===== src/rtl/dm_abort_pkg.sv =====
package dm_abort_pkg;
  localparam int unsigned NSRC = 3;
  localparam int unsigned NGRP = 2;
  localparam int unsigned SRC_MA  = 0;
  localparam int unsigned SRC_TA  = 1;
  localparam int unsigned SRC_RTO = 2;

  typedef logic [NSRC-1:0] src_vec_t;
  typedef logic [NGRP-1:0] grp_vec_t;

  // enable group for each abort source
  function automatic int unsigned src_grp(input int unsigned idx);
    return (idx == SRC_RTO) ? 1 : 0;
  endfunction
endpackage


===== src/rtl/dm_abort_detect.sv =====
module dm_abort_detect
  import dm_abort_pkg::*;
#(
  parameter int unsigned N = NSRC
) (
  input  logic [N-1:0] strb_i,
  input  logic         xfer_i,
  output logic [N-1:0] evt_o,
  output logic         any_o
);
  always_comb begin
    evt_o = xfer_i ? strb_i : '0;
    any_o = |evt_o;
  end
endmodule


===== src/rtl/dm_abort_status.sv =====
module dm_abort_status
  import dm_abort_pkg::*;
#(
  parameter int unsigned N = NSRC
) (
  input  logic         clk_i,
  input  logic         rst_ni,
  input  logic         lrst_i,
  input  logic [N-1:0] evt_i,
  input  logic         clr_we_i,
  input  logic [N-1:0] clr_data_i,
  output logic [N-1:0] stat_o,
  output logic         any_nxt_o
);
  logic [N-1:0] stat_d, stat_q;

  for (genvar i = 0; i < N; i++) begin : g_bit
    always_comb begin
      if (lrst_i)                          stat_d[i] = 1'b0;
      else if (evt_i[i])                   stat_d[i] = 1'b1;  // set wins
      else if (clr_we_i && clr_data_i[i])  stat_d[i] = 1'b0;
      else                                 stat_d[i] = stat_q[i];
    end

    always_ff @(posedge clk_i or negedge rst_ni) begin
      if (!rst_ni) stat_q[i] <= 1'b0;
      else         stat_q[i] <= stat_d[i];
    end
  end

  assign stat_o    = stat_q;
  assign any_nxt_o = |stat_d;
endmodule


===== src/rtl/dm_abort_irq.sv =====
module dm_abort_irq
  import dm_abort_pkg::*;
#(
  parameter int unsigned N = NSRC,
  parameter int unsigned G = NGRP
) (
  input  logic [N-1:0] stat_i,
  input  logic [G-1:0] en_i,
  output logic         serr_o
);
  logic [N-1:0] hit;

  for (genvar i = 0; i < N; i++) begin : g_src
    localparam int unsigned GI = src_grp(i);
    assign hit[i] = stat_i[i] & en_i[GI];
  end

  assign serr_o = |hit;
endmodule


===== src/rtl/dm_abort_term.sv =====
module dm_abort_term (
  input  logic clk_i,
  input  logic rst_ni,
  input  logic lrst_i,
  input  logic evt_i,
  input  logic any_nxt_i,
  input  logic wait_i,
  input  logic burst_i,
  output logic rdy_o,
  output logic bterm_o
);
  logic pend_q, pend_d;
  logic hold_q, hold_d;
  logic deliver;

  assign deliver = (evt_i | pend_q) & wait_i & ~hold_q & ~lrst_i;

  always_comb begin
    // pending pair dies with the last status bit or with a burst hold
    pend_d = (evt_i | pend_q) & ~deliver & ~hold_q & any_nxt_i & ~lrst_i;
    if (lrst_i)                  hold_d = 1'b0;
    else if (deliver && burst_i) hold_d = 1'b1;
    else if (!burst_i)           hold_d = 1'b0;
    else                         hold_d = hold_q;
  end

  always_ff @(posedge clk_i or negedge rst_ni) begin
    if (!rst_ni) begin
      pend_q  <= 1'b0;
      hold_q  <= 1'b0;
      rdy_o   <= 1'b0;
      bterm_o <= 1'b0;
    end else begin
      pend_q  <= pend_d;
      hold_q  <= hold_d;
      rdy_o   <= deliver;
      bterm_o <= deliver;
    end
  end
endmodule


===== src/rtl/dm_abort_ctrl.sv =====
module dm_abort_ctrl
  import dm_abort_pkg::*;
(
  input  logic            clk_i,
  input  logic            rst_ni,
  input  logic            lrst_i,
  input  logic            mabort_i,
  input  logic            tabort_i,
  input  logic            rtimeout_i,
  input  logic            xfer_i,
  input  logic            wait_i,
  input  logic            burst_i,
  input  logic [NGRP-1:0] irq_en_i,
  input  logic            clr_we_i,
  input  logic [NSRC-1:0] clr_data_i,
  input  logic            dm_req_i,
  output logic [NSRC-1:0] stat_o,
  output logic            serr_o,
  output logic            rdy_o,
  output logic            bterm_o,
  output logic            dm_en_o,
  output logic            dm_req_o
);
  src_vec_t strb, evt;
  logic     evt_any, any_nxt;

  always_comb begin
    strb          = '0;
    strb[SRC_MA]  = mabort_i;
    strb[SRC_TA]  = tabort_i;
    strb[SRC_RTO] = rtimeout_i;
  end

  dm_abort_detect #(.N(NSRC)) i_detect (
    .strb_i (strb),
    .xfer_i (xfer_i),
    .evt_o  (evt),
    .any_o  (evt_any)
  );

  dm_abort_status #(.N(NSRC)) i_status (
    .clk_i      (clk_i),
    .rst_ni     (rst_ni),
    .lrst_i     (lrst_i),
    .evt_i      (evt),
    .clr_we_i   (clr_we_i),
    .clr_data_i (clr_data_i),
    .stat_o     (stat_o),
    .any_nxt_o  (any_nxt)
  );

  dm_abort_irq #(.N(NSRC), .G(NGRP)) i_irq (
    .stat_i (stat_o),
    .en_i   (irq_en_i),
    .serr_o (serr_o)
  );

  dm_abort_term i_term (
    .clk_i     (clk_i),
    .rst_ni    (rst_ni),
    .lrst_i    (lrst_i),
    .evt_i     (evt_any),
    .any_nxt_i (any_nxt),
    .wait_i    (wait_i),
    .burst_i   (burst_i),
    .rdy_o     (rdy_o),
    .bterm_o   (bterm_o)
  );

  assign dm_en_o  = ~|stat_o;
  assign dm_req_o = dm_req_i & dm_en_o;
endmodule


===== config.mk =====
export PLATFORM = sky130hd
export DESIGN_NAME = dm_abort_ctrl
export DESIGN_NICKNAME = d
export VERILOG_FILES = /design/src/rtl/dm_abort_pkg.sv /design/src/rtl/dm_abort_detect.sv /design/src/rtl/dm_abort_status.sv /design/src/rtl/dm_abort_irq.sv /design/src/rtl/dm_abort_term.sv /design/src/rtl/dm_abort_ctrl.sv
export SDC_FILE = /design/constraint.sdc
export NUM_CORES = 1
export LEC_CHECK = 0
export BUFFER_PORTS_ARGS = -buffer_cell sky130_fd_sc_hd__buf_2
export CELL_PAD_IN_SITES_DETAIL_PLACEMENT = 0
export CELL_PAD_IN_SITES_GLOBAL_PLACEMENT = 1
export CORE_MARGIN = 8
export CORE_UTILIZATION = 22
export DETAILED_ROUTE_END_ITERATION = 16
export GPL_TIMING_DRIVEN = 0
export PLACE_DENSITY_LB_ADDON = 0.1
export SLEW_MARGIN = 0
export SYNTH_ARGS = -nofsm -noshare
export SYNTH_HDL_FRONTEND = slang
export SYNTH_HIERARCHICAL = 1
export SYNTH_SLANG_ARGS = --single-unit

===== constraint.sdc =====
create_clock -name clk_i -period 0.99 [get_ports clk_i]
set_clock_uncertainty 0.15 [all_clocks]
set_input_delay 0.099 -clock clk_i [delete_from_list [all_inputs] [get_ports clk_i]]
set_output_delay 0.099 -clock clk_i [all_outputs]
set_load 0.005 [all_outputs]

* Word level (Yosys, flattened, before mapping)
Cells that the tools add are included.
** Word-level totals
- Register bits after elaboration :: 6
- Input bits :: 16
** Operators by class
- Reduce and logical (&&, ||, !) cells :: 9
- Bitwise gates (word level) :: 15
- Multiplexer cells :: 13
- Equality and inequality tests :: 1
** Operators with widths (number)
- $mux W1 :: 12
- $reduce_or A3 Y1 :: 4
- $and A1 B1 Y1 :: 11
- $logic_and A1 B1 Y1 :: 4
- $mux W3 :: 1
- $ne A3 B2 Y1 const B :: 1
- $not A1 Y1 :: 3
- $logic_not A1 Y1 :: 1
- $or A1 B1 Y1 :: 1

* Depth between registers and ports, before layout
Gate-level depths: netlist of the first run.
- Word-level depth :: 11
- Depth in mapped cells :: 5

* Hierarchy
Netlist of the first run, hierarchy kept.
** By module, submodules not included
- dm_abort_term :: cells each 11, instances 1, area an instance 131.4 um^2
- dm_abort_status :: cells each 13, instances 1, area an instance 130.1 um^2
- dm_abort_detect :: cells each 4, instances 1, area an instance 28.8 um^2
- dm_abort_ctrl :: cells each 2, instances 1, area an instance 20.0 um^2
- dm_abort_irq :: cells each 3, instances 1, area an instance 12.5 um^2

* Worst setup path after synthesis of the first run
No wires, ideal clock.
- Path type :: reg2reg
- From :: register i_status.stat_q[2] (netlist: i_status/stat_o[2])
- To :: register i_term.pend_q
- Buffers on the path :: 0
- Setup slack :: -0.098 ns
- Cell stages (with the launch flop) :: 5
- Data arrival time :: 0.837 ns
- Cell sequence :: dfrtp_1 a21oi_2 a31oi_1 nand2b_1 nor4_1
** On the way
- Word-level cells in the longest chain between the ends :: 6
** RTL lines
- start, declared :: line dm_abort_status.sv:15 : logic [N-1:0] stat_d, stat_q;
- start signal, assigned by index :: line dm_abort_status.sv:27 : else stat_q[i] <= stat_d[i];
- $mux W1 :: line dm_abort_status.sv:21 : else if (clr_we_i && clr_data_i[i]) stat_d[i] = 1'b0;
- $mux W1 :: line dm_abort_status.sv:20 : else if (evt_i[i]) stat_d[i] = 1'b1;
- $mux W1 :: line dm_abort_status.sv:19 : if (lrst_i) stat_d[i] = 1'b0;
- $reduce_or A3 Y1 :: line dm_abort_status.sv:32 : assign any_nxt_o = |stat_d;
- named net any_nxt :: line dm_abort_ctrl.sv:25 : logic evt_any, any_nxt;
- $and A1 B1 Y1 (2 in series) :: line dm_abort_term.sv:20 : pend_d = (evt_i | pend_q) & ~deliver & ~hold_q & any_nxt_i & ~lrst_i;
- named net i_term.pend_d :: line dm_abort_term.sv:12 : logic pend_q, pend_d;
- end signal, assigned :: line dm_abort_term.sv:34 : pend_q <= pend_d;
- end, declared :: line dm_abort_term.sv:12
The timed path passes the listed nets, and every way through them passes these cells.
A chain may end at the register's enable or synchronous reset.

* Final worst setup path of the first run
- From :: register i_status.stat_q[1] (netlist: i_status/stat_o[1])
- To :: output port dm_req_o
** On the way
- Word-level cells in the longest chain between the ends :: 3
** RTL lines
- $reduce_or A3 Y1 :: line dm_abort_ctrl.sv:70 : assign dm_en_o = ~|stat_o;
- $logic_not A1 Y1 :: line dm_abort_ctrl.sv:70
- $and A1 B1 Y1 :: line dm_abort_ctrl.sv:71 : assign dm_req_o = dm_req_i & dm_en_o;
- end, declared :: line dm_abort_ctrl.sv:22 : output logic dm_req_o
No other way between the ends.

==> impl_metrics.toml, run 1 <==
[pwr]
seqPwrFrac_pct = 42.3
p_sw_share_pct = 24.8
irDropWorstVdd_uv = 1030
clkPwrFrac_pct = 32.5
p_total_mw = 0.647
powerDensity_mw_per_mm2 = 1130
p_switching_mw = 0.161
power_frac_comb_pct = 25.1
p_int_mw = 0.486
leakage_nw = 0.278

[global_route]
antenna_found_initial = 0
grt.overflow.total = 0
met2_usage_pct = 10.5
grt_pass1_wl_mm = 1.45
grt_pass1_vias = 352
grtUsageMet1_pct = 7.48
grtUsageTotal_pct = 6.82
met3_usage_pct = 4.35
grt_max_degree = 8
busiest_layer = "met2"

[yosys]
synth_top_area_share_pct = 46.5
synth_area_leaders = "dfrtp_1, nor4b_2, a21oi_2"
syn-num-nets = 49
syn_area_per_cell_um2 = 9.78
synthDistinctLibCells = 15
synth_warnings = 6
ys_seq_area_share_pct = 46.5
syn_area_um2 = 323
ys_ff_latch = 6
synthCells = 33
yosysTopAreaCell = "dfrtp_1"

[sta]
setup_viol = 11
setup_tns_ns = -1.53
timing.final.max_slew_violations = 0
setup_ws_ns = -0.323
hold_viol_final = 6
fmaxAchievable_mhz = 761
period_needed_ns = 1.31
final.period_utilization_pct = 133
rsz0062_at_grt = "yes"
hold_ws_ns = -0.0227
max_slew_margin_pct = 86.3
tightest_slew_ns = 0.203

[drt]
drtAntennaViolNets = 0
viasPerCell = 4.38
vias = 346
wl_um = 960
firstDrtPassIters = 3
dr.first_iter.drc_count = 1
wl_per_cell_um = 12.2
drcViolationCount = 0

[min_path]
hold_path_class = "in2reg"
min_path_cells = 2
min_to = "i_status/stat_o[2]"
holdCritStartpoint = "lrst_i"

[critical_path]
r2r-start = "i_status/stat_o[1]"
rr_worst_depth = 5
r2r-end = "i_term/pend_q"
endpoint_kind = "primary output"
start_kind = "flop"
arrival_ns = 1.06
crit_required_ns = 0.74
crit_fanout = 4
crit_type = "reg2out"
r2r_slack_ns = -0.25

[die]
die_w_um = 54.3
core_mm2 = 0.00144
initial_utilization_pct = 22.5
rows = 14
fp.dieArea_mm2 = 0.00295
io_pins = 24
dieHeight_um = 54.3

[clocking]
cts_tree = "done"
numCtsBuffers = 3
cts_sinks = 6
clockBufferDepth = 2
hold_buffers = 1
h-tree-depth = 1
clkLatencyLatePin_ns = 0.23
cts_root_buffer = "clkbuf_4"
clk_pin_slew_ns = 0.04

[layout]
postLayoutCoreUtil_pct = 39.8
fin_cells = 79
areaGrowthSynthToFinish_pct = 77.1
drive_gt1_share_pct = 66.7
layout.nets = 81
fin_area_um2 = 572
antenna_cells = 0

[placed_design]
dp_cells = 72
port_buffers = 23
placed_area_um2 = 458
pre_cts_ws_ns = -0.219
place_congestion = 0.629
dp_hpwl_um = 768

[outcome]
status = "finished, violations left"
failed_checks = "hold timing, setup timing"

[flow_run]
drv_cap = 0
==> power by group through the flow <==
stage                     Combinational [mW]  Sequential (mW)  Clock (mW)
after global routing                   0.177            0.276       0.241
after detailed placement               0.125            0.277           0
final                                  0.163            0.274       0.210
after floorplan                       0.0541            0.275           0
after global placement                 0.126            0.277           0
after CTS                              0.151            0.272       0.224
==> worst max path at each step <==
stage / start / depth (start not counted) / slack [ns] / end
finish: i_status/stat_o[1] / 2 / -0.32 / dm_req_o
global route: i_status/stat_o[1] / 2 / -0.39 / dm_req_o
CTS: i_status/stat_o[1] / 2 / -0.34 / dm_req_o
detailed placement: i_status/stat_o[2] / 4 / -0.22 / i_term/pend_q
floorplan: i_status/stat_o[2] / 4 / -0.1 / i_term/pend_q
global placement: i_status/stat_o[2] / 4 / -0.21 / i_term/pend_q
==> registers in the layout (all words and copies together) (netlist names) <==
register         flops
i_status/stat_o      3
i_term/pend_q        1
i_term/hold_q        1
i_term/bterm_o       1
==> per-layer routing <==
| metal | part of all wire, % | wire length [µm] |
|---|---|---|
| met3 | 13 | 120 |
| met5 | 0 | 0 |
| met4 | 0 | 0 |
| met2 | 47 | 449 |
| met1 | 41 | 390 |
==> repair_timing <==
action                                  4_1_cts  5_1_grt
setup buffers                                 3        0
resized for setup                             6        7
hold endpoints to repair                     12        6
pin swaps                                     3        3
endpoints found under the setup margin        9       13
cloned                                        0        0
==> synthesized netlist by cell type <==
library cell / n
dfrtp_1: 6
nor4b_2: 2
nor3_1: 2
a21oi_2: 3
nor4b_1: 1
and2_1: 2
nor4_1: 1
and2_2: 1
nand2b_1: 1
nor2_1: 5
nand2_1: 5
a31oi_1: 1
o21ai_1: 1
o31a_1: 1
buf_4: 1
==> worst max-delay path: stages (launching register included) <==
cell,delay [ns]
dfrtp_1,0.41
nor4b_2,0.27
buf_2,0.15
==> cell type report <==
type / count / area (µm²)
repair buffers: 27 / 161
flip-flops and latches: 6 / 154
well taps: 16 / 20.0
clock buffers: 3 / 22.5
multi-input cells: 26 / 203
plain buffers: 1 / 11.3
fillers: 166 / 865
==> cell usage in the layout (no fill, tap or decap) <==
master          n
nor2_1          4
buf_2          22
dfrtp_1         3
a31oi_1         1
and2_2          1
dlygate4sd3_1   1
o31a_1          1
nand2b_1        1
nor3_1          2
dfrtp_2         3
buf_6           4
clkbuf_4        3
nor4b_2         3
nand2_1         5
and2_1          2
nor2_2          1
a21oi_4         3
o21ai_1         1
buf_4           1
nor4_2          1
==> logic make-up (layout without fill, tap and decap cells) <==
kind of cell | count (synthesis) | after routing | synth area share, %
AND/OR/NAND/NOR | 20 | 20 | 36.8
AO/OA/AOI/OAI | 6 | 6 | 14.3
flip-flops | 6 | 6 | 46.5
buffers and inverters | 1 | 31 | 2.33
(Power assumes the default switching activity.)
==> inputs of run 2 (changes only) <==
Settings changed: CORE_AREA set to 8 8 45 47, CORE_MARGIN 8 to unset, CORE_UTILIZATION 22 to unset, DIE_AREA set to 0 0 53 55.
Clock period 0.99 ns to 1.36 ns, I/O delays scaled along.
==> impl_metrics.toml, run 2 (synthesis gave the netlist of run 1 again) <==
[outcome]
status = "finished clean"

[placed_design]
dp_hpwl_um = 761
place_congestion = 0.660
port_buffers = 23
pre_cts_ws_ns = 0.156

[sta]
rsz0062_at_grt = "yes"
timing.final.max_slew_violations = 0
hold_ws_ns = 0.0157
final.period_utilization_pct = 97.6
setup_viol = 0
period_needed_ns = 1.33
fmaxAchievable_mhz = 753
hold_viol_final = 0
max_slew_margin_pct = 82.1
setup_ws_ns = 0.0324
tightest_slew_ns = 0.265
setup_tns_ns = 0

[critical_path]
endpoint = "dm_req_o"
endpoint_kind = "primary output"
start_kind = "flop"
path_cells = "nor4b_2, buf_2"
slowest_stage = "dfrtp_1"
crit_path_max_incr_delay_ns = 0.41
crit_required_ns = 1.07
r2r_slack_ns = 0.11
rr_worst_depth = 5
r2r-end = "i_term/pend_q"
crit_fanout = 5
crit_type = "reg2out"
setup.worst_path.start = "i_status/stat_o[1]"
arrival_ns = 1.04
r2r-start = "i_status/stat_o[1]"

[drt]
viasPerCell = 4.38
wl_per_cell_um = 11.5
drcViolationCount = 0
vias = 350
drtAntennaViolNets = 0
firstDrtPassIters = 4
wl_um = 916
dr.first_iter.drc_count = 4

[clocking]
clk_pin_slew_ns = 0.04
h-tree-depth = 1
cts_tree = "done"
cts_root_buffer = "clkbuf_4"
clockBufferDepth = 2
cts_sinks = 6
numCtsBuffers = 3
clkLatencyLatePin_ns = 0.24

[pwr]
powerDensity_mw_per_mm2 = 867
p_switching_mw = 0.109
clkPwrFrac_pct = 34.2
seqPwrFrac_pct = 43.1
p_int_mw = 0.346
leakage_nw = 0.273
irDropWorstVdd_uv = 550
power_frac_comb_pct = 22.7
p_sw_share_pct = 24.0
p_total_mw = 0.455

[layout]
fillers = 150
largest_reg_flops = 3
most-common-layout-cells = "buf_2, nand2_1, nor2_1, buf_4, dfrtp_1"
final_common_cell = "buf_2"
seqCellArea_um2 = 153
antenna_cells = 0
multi_input_area_um2 = 165
drive_gt1_share_pct = 59.4
postLayoutCoreUtil_pct = 38.0
areaGrowthSynthToFinish_pct = 62.8
layout.nets = 82

[global_route]
busiest_layer = "met2"
grtUsageMet1_pct = 7.42
grt.overflow.total = 0
grt_pass1_wl_mm = 1.42
antenna_found_initial = 0
met2_usage_pct = 8.79
grtUsageTotal_pct = 6.87
grt_max_degree = 8
grt_pass1_vias = 343
met3_usage_pct = 6.15

[die]
rows = 14
io_pins = 24
die_w_um = 53
initial_utilization_pct = 23.3
dieHeight_um = 55
core_mm2 = 0.00138
fp.dieArea_mm2 = 0.00292

[min_path]
hold_path_class = "in2reg"

[flow_run]
drv_cap = 0
## run 2: cell types whose count changed in the layout (fill, tap and decap cells not counted), moves of 3 or more
cell,delta
a21oi_2,+3
a21oi_4,-3
buf_4,+3
buf_6,-4
## run 2: cell type report
| cell class | count | share of cell area, % |
|---|---|---|
| flip-flops and latches | 6 | 29.0 |
| well taps | 16 | 3.81 |
| plain buffers | 1 | 1.43 |
| multi-input cells | 26 | 31.4 |
| clock buffers | 3 | 4.29 |
| repair buffers | 28 | 30.0 |
## run 2: per-layer routing
metal / share of wire [%] / wire, µm
met2: 41 / 379
met1: 40 / 370
met4: 0 / 0
met5: 0 / 0
met3: 18 / 166
## run 2: timing repair
| action | 4_1_cts | 5_1_grt |
|---|---|---|
| buffers inserted | 2 | 1 |
| hold endpoints to repair | 8 | 0 |
| cloned | 0 | 0 |
| resized for setup | 1 | 1 |
| pin swaps | 1 | 1 |
| setup endpoints to repair | 1 | 1 |
| hold buffers | 2 | 0 |
## run 2: worst min path at each step
stage	slack, ns	cells past startpoint	start	end
finish	0.02	3	wait_i	i_term/pend_q
global route	0.007	3	wait_i	i_term/pend_q
CTS	0.008	3	wait_i	i_term/pend_q
detailed placement	-0.19	1	rst_ni	i_term/bterm_o
global placement	-0.19	1	rst_ni	i_term/bterm_o
floorplan	-0.31	0	rst_ni	i_status/stat_o[0]
## run 2: per-stage QoR
stage,area (µm²),instances
finish,526,80
global route,526,80
CTS,517,79
detailed placement,458,72
global placement,458,72
floorplan,323,33
## run 2: critical path, delay by kind of cell (launching register included)
family	cells	cell delay [ns]
simple gates	1	0.24
flops	1	0.41
buf+inv	1	0.15
## run 2: power by group through the flow
stage	clock network (mW)	logic (mW)	registers, mW
2_1_floorplan	0	0.0394	0.200
3_3_place_gp	0	0.0908	0.201
3_5_place_dp	0	0.0905	0.201
4_1_cts	0.167	0.102	0.198
5_1_grt	0.182	0.116	0.197
6_report	0.156	0.103	0.196
